## src/rtl/sbs_pkg.sv

```systemverilog
package sbs_pkg;

    typedef enum logic [1:0] {
        CYC_NONE  = 2'd0,
        CYC_READ  = 2'd1,
        CYC_WRITE = 2'd2
    } cyc_e;

    typedef enum logic [1:0] {
        ADR_HOLD = 2'd0,
        ADR_LOAD = 2'd1,
        ADR_NEXT = 2'd2
    } adr_act_e;

endpackage

```

## src/rtl/sbs_decode.sv

```systemverilog
module sbs_decode
    import sbs_pkg::*;
#(
    parameter int LANES = 4
) (
    input  logic             sleep_i,
    input  logic             en1_n_i,
    input  logic             en2_i,
    input  logic             en3_n_i,
    input  logic             pstrobe_n_i,
    input  logic             cstrobe_n_i,
    input  logic             adv_n_i,
    input  logic             gwrite_n_i,
    input  logic             bwrite_n_i,
    input  logic [LANES-1:0] lane_n_i,
    input  cyc_e             cyc_q_i,
    output adr_act_e         act_o,
    output cyc_e             cyc_d_o,
    output logic [LANES-1:0] lane_we_o
);

    logic selected;
    logic p_req;
    logic c_req;
    logic wr_any;

    always_comb begin
        selected = !en1_n_i && en2_i && !en3_n_i;
        p_req    = !pstrobe_n_i && !en1_n_i;
        c_req    = !cstrobe_n_i;
        wr_any   = !gwrite_n_i || (!bwrite_n_i && !(&lane_n_i));

        act_o   = ADR_HOLD;
        cyc_d_o = CYC_NONE;
        if (sleep_i) begin
            act_o   = ADR_HOLD;
            cyc_d_o = CYC_NONE;
        end else if (p_req) begin
            if (selected) begin
                act_o   = ADR_LOAD;
                cyc_d_o = CYC_READ;
            end
        end else if (c_req) begin
            if (selected) begin
                act_o   = ADR_LOAD;
                cyc_d_o = wr_any ? CYC_WRITE : CYC_READ;
            end
        end else if (cyc_q_i != CYC_NONE) begin
            act_o   = adv_n_i ? ADR_HOLD : ADR_NEXT;
            cyc_d_o = wr_any ? CYC_WRITE : CYC_READ;
        end
    end

    for (genvar i = 0; i < LANES; i++) begin : g_lane
        always_comb begin
            lane_we_o[i] = (cyc_d_o == CYC_WRITE) && (!gwrite_n_i || !lane_n_i[i]);
        end
    end

endmodule

```

## src/rtl/sbs_burst.sv

```systemverilog
module sbs_burst
    import sbs_pkg::*;
#(
    parameter int AW = 6,
    parameter int BB = 2
) (
    input  adr_act_e        act_i,
    input  logic [AW-1:0]   addr_q_i,
    input  logic [AW-1:0]   ext_addr_i,
    output logic [AW-1:0]   addr_d_o
);

    localparam int HI = AW - BB;

    logic [BB-1:0] low_inc;

    always_comb begin
        low_inc = addr_q_i[BB-1:0] + BB'(1);
        case (act_i)
            ADR_LOAD: addr_d_o = ext_addr_i;
            ADR_NEXT: addr_d_o = {addr_q_i[AW-1:BB], low_inc};
            default:  addr_d_o = addr_q_i;
        endcase
    end

    if (HI < 1) begin : g_bad
        initial $error("sbs_burst: AW must exceed BB");
    end

endmodule

```

## src/rtl/sbs_array.sv

```systemverilog
module sbs_array #(
    parameter int AW    = 6,
    parameter int LANES = 4
) (
    input  logic               clk,
    input  logic [LANES-1:0]   we_i,
    input  logic [AW-1:0]      waddr_i,
    input  logic [LANES*8-1:0] wdata_i,
    input  logic [AW-1:0]      raddr_i,
    output logic [LANES*8-1:0] rdata_o
);

    localparam int DEPTH = 1 << AW;

    for (genvar i = 0; i < LANES; i++) begin : g_lane
        logic [7:0] mem [DEPTH];

        always_ff @(posedge clk) begin
            if (we_i[i]) begin
                mem[waddr_i] <= wdata_i[8*i +: 8];
            end
        end

        always_comb begin
            rdata_o[8*i +: 8] = mem[raddr_i];
        end
    end

endmodule

```

## src/rtl/sync_burst_sram.sv

```systemverilog
module sync_burst_sram
    import sbs_pkg::*;
#(
    parameter int AW    = 6,
    parameter int LANES = 4,
    parameter int BB    = 2
) (
    input  logic               clk,
    input  logic               rst_n,
    input  logic               sleep_i,
    input  logic               en1_n_i,
    input  logic               en2_i,
    input  logic               en3_n_i,
    input  logic               pstrobe_n_i,
    input  logic               cstrobe_n_i,
    input  logic               adv_n_i,
    input  logic               gwrite_n_i,
    input  logic               bwrite_n_i,
    input  logic [LANES-1:0]   lane_n_i,
    input  logic [AW-1:0]      addr_i,
    input  logic               oe_n_i,
    input  logic [LANES*8-1:0] wdata_i,
    output logic [LANES*8-1:0] dq_o,
    output logic               dq_oe_o
);

    localparam int DW = LANES * 8;

    typedef struct packed {
        cyc_e          cyc;
        logic [AW-1:0] addr;
    } state_t;

    state_t            st_d;
    state_t            st_q;
    adr_act_e          act;
    cyc_e              cyc_next;
    logic [LANES-1:0]  lane_we;
    logic [AW-1:0]     addr_next;
    logic [DW-1:0]     rdata;

    sbs_decode #(.LANES(LANES)) u_dec (
        .sleep_i    (sleep_i),
        .en1_n_i    (en1_n_i),
        .en2_i      (en2_i),
        .en3_n_i    (en3_n_i),
        .pstrobe_n_i(pstrobe_n_i),
        .cstrobe_n_i(cstrobe_n_i),
        .adv_n_i    (adv_n_i),
        .gwrite_n_i (gwrite_n_i),
        .bwrite_n_i (bwrite_n_i),
        .lane_n_i   (lane_n_i),
        .cyc_q_i    (st_q.cyc),
        .act_o      (act),
        .cyc_d_o    (cyc_next),
        .lane_we_o  (lane_we)
    );

    sbs_burst #(.AW(AW), .BB(BB)) u_burst (
        .act_i     (act),
        .addr_q_i  (st_q.addr),
        .ext_addr_i(addr_i),
        .addr_d_o  (addr_next)
    );

    sbs_array #(.AW(AW), .LANES(LANES)) u_mem (
        .clk    (clk),
        .we_i   (lane_we),
        .waddr_i(addr_next),
        .wdata_i(wdata_i),
        .raddr_i(st_q.addr),
        .rdata_o(rdata)
    );

    always_comb begin
        st_d      = st_q;
        st_d.cyc  = cyc_next;
        st_d.addr = addr_next;
    end

    always_ff @(posedge clk or negedge rst_n) begin
        if (!rst_n) begin
            st_q.cyc  <= CYC_NONE;
            st_q.addr <= '0;
        end else begin
            st_q <= st_d;
        end
    end

    always_comb begin
        dq_oe_o = (st_q.cyc == CYC_READ) && !oe_n_i && !sleep_i;
        dq_o    = dq_oe_o ? rdata : '0;
    end

endmodule

```

## config.mk

```make
export PLATFORM = sky130hd
export DESIGN_NAME = sync_burst_sram
export DESIGN_NICKNAME = d
export VERILOG_FILES = /design/src/rtl/sbs_pkg.sv /design/src/rtl/sbs_decode.sv /design/src/rtl/sbs_burst.sv /design/src/rtl/sbs_array.sv /design/src/rtl/sync_burst_sram.sv
export SDC_FILE = /design/constraint.sdc
export NUM_CORES = 2
export LEC_CHECK = 0
export BUFFER_PORTS_ARGS = -buffer_cell sky130_fd_sc_hd__buf_2
export CAP_MARGIN = 20
export CORE_ASPECT_RATIO = 0.8
export CORE_UTILIZATION = 56
export CTS_CLUSTER_SIZE = 20
export DETAILED_ROUTE_END_ITERATION = 8
export GPL_TIMING_DRIVEN = 0
export PLACE_DENSITY = 0.72
export SLEW_MARGIN = 30
export SYNTH_ARGS = -nofsm -noshare
export SYNTH_HDL_FRONTEND = slang
export SYNTH_SLANG_ARGS = --single-unit
```

## constraint.sdc

```tcl
create_clock -name clk -period 4.6 [get_ports clk]
set_input_delay 0.46 -clock clk [delete_from_list [all_inputs] [get_ports clk]]
set_output_delay 0.46 -clock clk [all_outputs]
set_load 0.02 [all_outputs]
```

# == Word level (Yosys, flattened, before mapping) ==
# Memories as Yosys holds them, arrays and structs flattened.
# Cells that the tools add are included.
# classes
addsub,1
n_eq_ne,4
muxes,22
n_reduce_logical,29
# op_table
cell,n
32-bit 2-to-1 mux,1
2-bit 2-to-1 mux,11
1-bit logical NOT,12
6-bit one-hot mux with 2 select lines,1
1-bit logical AND,10
1-bit 2-to-1 mux,9
1-bit logical OR,5
2-bit by 1-bit equality test with 1-bit output (second input constant),2
2-bit equality test (second input constant),2
4-bit AND reduction,1
2-bit by 1-bit adder with 2-bit output (second input constant),1
2-bit nonzero test,1
# totals
ff_bits,8
ramBits,2048
input_bits,54
out_inout_bits,33
word_cells,62
n_memories,4
# mem_list
name,words,word_bits,rd,rd_ports_with_merged_regs,wr,line_no,rtl
u_mem.g_lane[0].mem,64,8,1,0,1,sbs_array.sv:16,logic [7:0] mem [DEPTH];
u_mem.g_lane[1].mem,64,8,1,0,1,sbs_array.sv:16,
u_mem.g_lane[2].mem,64,8,1,0,1,sbs_array.sv:16,
u_mem.g_lane[3].mem,64,8,1,0,1,sbs_array.sv:16,

# == Depth between registers and ports, before layout ==
# depth
depth_word,13
ltp_mapped,10

# == Modules after synthesis ==
# Synthesis repeated with hierarchy kept, for this count alone.
# unflattened
hier_cells,3748
area_unflattened_um2,80424.6
# by_module_without_submodules
module,instances,cells_each,area_per_inst_um2
sbs_array,1,3668,79690.2
sync_burst_sram,1,44,473.0
sbs_burst,1,19,142.6
sbs_decode,1,17,118.9

# == Least setup slack after synthesis ==
# Ideal clock, no wire load.
# synth_timing
path_type,input -> register
startpoint,input sleep_i
endpoint,memory u_mem.g_lane[0].mem[0][0] (enable)
setup_ns,0.370
arrival_ns,3.491
path_slack_ns,0.739
stages,9
cell_sequence,o21bai_1 -> or4b_2 -> ha_1 -> or2_1 -> a22oi_4 -> inv_1 -> nor3_2 -> nand2_2 -> nor2_1
# synth_via
word_cells_on_any_way,9
classes_between,eq/ne (3); mux (5); reduce/logical (1)
# synth_lines
element,line_no,rtl
start: declaration,sync_burst_sram.sv:10,"input logic sleep_i,"
2-bit 2-to-1 mux *,sbs_decode.sv:35,if (sleep_i) begin
2-bit equality test / 2-bit by 1-bit equality test with 1-bit output (equally long branches),sbs_burst.sv:19,case (act_i)
6-bit one-hot mux with 2 select lines *,sbs_burst.sv:19,
via addr_next[4],sync_burst_sram.sv:39,logic [AW-1:0] addr_next;
end: declaration,sbs_array.sv:16,
# Mark *: on every way through the listed nets, which the timed path passes. The rest lies on a longest branch.

# == Worst setup path after layout ==
# layout_timing
startpoint,register st_q[7] in the netlist's numbering
endpoint,memory u_mem.g_lane[2].mem[10][0] (enable)
# layout_via
word_cells_on_any_way,16
classes_between,eq/ne (3); mux (11); reduce/logical (2)
# layout_lines
element,line_no,rtl
start: declaration,sync_burst_sram.sv:35,state_t st_q;
start signal: assignment,sync_burst_sram.sv:86,st_q <= st_d;
2-bit nonzero test *,sbs_decode.sv:48,end else if (cyc_q_i != CYC_NONE) begin
2-bit 2-to-1 mux *,sbs_decode.sv:48,
2-bit 2-to-1 mux *,sbs_decode.sv:43,end else if (c_req) begin
2-bit 2-to-1 mux *,sbs_decode.sv:38,end else if (p_req) begin
2-bit 2-to-1 mux *,sbs_decode.sv:35,
2-bit equality test / 2-bit by 1-bit equality test with 1-bit output (equally long branches),sbs_burst.sv:19,
6-bit one-hot mux with 2 select lines *,sbs_burst.sv:19,
via addr_next[2],sync_burst_sram.sv:39,
end: declaration,sbs_array.sv:16,
# Marked as above.

==> flow_summary.toml <==
[logic_synthesis]
netlist.top_cell.by_area = "edfxtp_1"
synth_area_um2 = 80000
ys_top_cells_by_count = "edfxtp_1, mux4_2, nor2_1"
ys.warnings.count = 0
synth_area_leaders = "edfxtp_1, mux4_2, nor2_1"
yosysMostFrequentCell = "edfxtp_1"
yosysUniqueCellTypes = 71
syn_nets = 3648
synth_ff_type = "edfxtp_1"
async_flop_share = 0.00389
synth.ff_latch_count = 2056
syn_avg_cell_area_um2 = 22.3
netlist_instances = 3592
synth-edff-count = 2048
ys_seq_area_frac = 0.771
synth_top_area_frac = 0.768

[final_layout]
nets = 3972
fillers = 8934
drive_above_1_share = 0.364
syn_to_final_growth_pct = 15.0

[status]
violations = "setup timing"
outcome = "finished, violations left"

[worst_hold_path]
hp-class = "input port to flop"

[setup_path]
critPathMaxStageDelay_ns = 0.89
start_kind = "flop"
crit_slowest_cell = "nand2_1"
arrival_ns = 5.49
endpoint_kind = "flop"
cp.required_ns = 5.06
crit_chain = "nor2_1, or4b_2, ha_1, or2_1, a22oi_4, inv_2, a211oi_2, nand2_1, nor2_4"
path_class = "flop to flop"
critPathMaxFanout = 8

[floorplanning]
initial_core_util = 0.567
die_area_um2 = 144000
fp.dieH_um = 340
core_area_um2 = 141000
io_pins = 87
rows = 123
fp.dieW_um = 425

[placed_design]
routabilityCongestion = 1.06
io_buffers = 86
hpwl_um = 189000
dp_slack_ns = -0.927

[job]
drv_cap = 0

[power]
seqPwrFrac = 0.497
p_sw_frac = 0.250
switchingPower_uw = 10400
power_leakage_uw = 0.0281
p_total_uw = 41500
p_int_uw = 31100
clkPwrFrac = 0.375
p_per_area_nw_per_um2 = 450
comb_power_share = 0.128
ir_drop_uv = 398

[route]
wl_per_cell_um = 49.0
vias_per_cell = 7.62
wl_um = 292000
drt_pass1_iterations = 7
drt-initial-drc-count = 10200
via_count = 45400
ant_nets = 0
drc = 0

[sta]
tightest_slew_ns = 1.20
setup_slack_ns = -0.437
drv_slew = 0
fin_crit_ns = 5.04
setup_viol = 1043
timing.slew.headroom = 0.199
fin_crit_sh = 1.09
hold_viol = 0
max_freq_mhz = 199
worst_clock_skew_ns = 0.0361
rsz0062_at_grt = "yes"

[global_routing]
grt_overflow = 0
antenna_found_initial = 19
grt_pass1_wl_um = 380000
grt_pass1_vias = 41700
grt_max_degree = 65
grt_usage = 0.409

[cts]
cts.sinks = 2056
root_buffer = "clkbuf_16"
clk_pin_slew_ns = 0.06
numCtsBuffers = 187
cts_tree = "yes"
htreeDepth = 4
clk_latency_ns = 0.85
cts_buffer_depth = 3
-- registers in the layout (all words and copies together), names as in the netlist --
register / cells
u_mem.g_lane.mem: 2048
st_q: 8
-- through the flow --
| stage | utilization | hold slack, ns | cell area (um^2) | std cells | setup TNS [ns] |
|---|---|---|---|---|---|
| 3_5_place_dp | 0.597 | 0.358 | 84300 | 5595 | -1176.04 |
| 4_1_cts | 0.647 | 0.0106 | 91300 | 5946 | -9.02 |
| 5_1_grt | 0.652 | 0.0652 | 92000 | 5947 | -134.38 |
| 6_report | 0.652 | 0.0341 | 92000 | 5962 | -138.57 |
| 2_1_floorplan | - | 0.164 | 80000 | 3592 | 0 |
| 3_3_place_gp | 0.587 | 0.360 | 82800 | 5553 | -1460.65 |
-- final cells by class --
type,count,area [um^2],area share
tap,1875,2350,0.0255
clock inverter,103,892,0.00969
antenna,15,37.5,0.000408
clock buffer,242,5030,0.0547
buffer,187,1360,0.0148
inverter,15,58.8,0.000639
timing repair buffer,136,1660,0.0180
sequential,2056,61700,0.670
multi-input combinational,1333,18900,0.206
-- cells in the final DEF, fill, tap and decap left out, types with 33 or more instances in the layout --
cell / Yosys / final
clkbuf_1: 73 / 74
clkinv_2: 0 / 33
edfxtp_1: 2048 / 2048
mux4_2: 576 / 576
nor2_2: 1 / 98
nand2_1: 143 / 122
buf_6: 8 / 45
clkbuf_2: 0 / 38
nor2_4: 0 / 164
clkinv_1: 2 / 46
buf_4: 34 / 77
buf_2: 53 / 76
mux2i_1: 72 / 67
clkbuf_16: 0 / 194
-- worst max-delay path, delay by kind of cell, from the launching register on --
family	cells	cell delay (ns)
flops	1	0.35
buf+inv	1	0.16
simple gates	5	2.69
fa+ha+maj	1	0.45
compound gates	2	0.98
-- logic make-up after synthesis --
kind of cell    count (synthesis)  share of synthesized area
flops                        2056                      0.771
mux                           666                      0.174
simple gates                  505                     0.0274
buf+inv                       203                     0.0127
compound gates                160                     0.0150
fa+ha+maj                       2                   0.000313
-- repair_timing --
item                                    4_1_cts  5_1_grt
endpoints found under the setup margin     1287     1761
hold buffers                                  3        0
setup buffers                                 4        1
resized for setup                           293      162
cloned                                        0        0
pin swaps                                     1        2
endpoints found under the hold margin         9        0
-- worst paths after layout --
path | end | from | slack, ns | depth (start not counted)
worst min-delay path | st_q[7]$_DFF_PN0_ | sleep_i | 0.03 | 3
worst min register to register | st_q[3]$_DFF_PN0_ | st_q[3]$_DFF_PN0_ | 0.88 | 2
worst max register to register | u_mem.g_lane[2].mem[10][0]$_DFFE_PP_ | st_q[7]$_DFF_PN0_ | -0.44 | 9
worst max-delay path | u_mem.g_lane[2].mem[10][0]$_DFFE_PP_ | st_q[7]$_DFF_PN0_ | -0.44 | 9
min in group asynchronous | st_q[4]$_DFF_PN0_ | rst_n | 0.04 | 2
max in group asynchronous | st_q[3]$_DFF_PN0_ | rst_n | 4.31 | 2
-- per-layer routing --
| layer | share of wire | track usage |
|---|---|---|
| met3 | 0.19 | 0.216 |
| met5 | 0.0022 | 0.0314 |
| met4 | 0.075 | 0.240 |
| met1 | 0.33 | 0.535 |
| met2 | 0.41 | 0.540 |
-- power groups by stage --
| stage | Sequential [uW] | Clock, uW | Combinational [uW] |
|---|---|---|---|
| floorplan | 21000 | 0 | 2610 |
| CTS | 20600 | 15400 | 4990 |
| global route | 20600 | 16100 | 5230 |
| detailed placement | 21000 | 0 | 4870 |
| global placement | 21000 | 0 | 4750 |
| finish | 20600 | 15500 | 5300 |
Power figures use the tool's default switching activity.
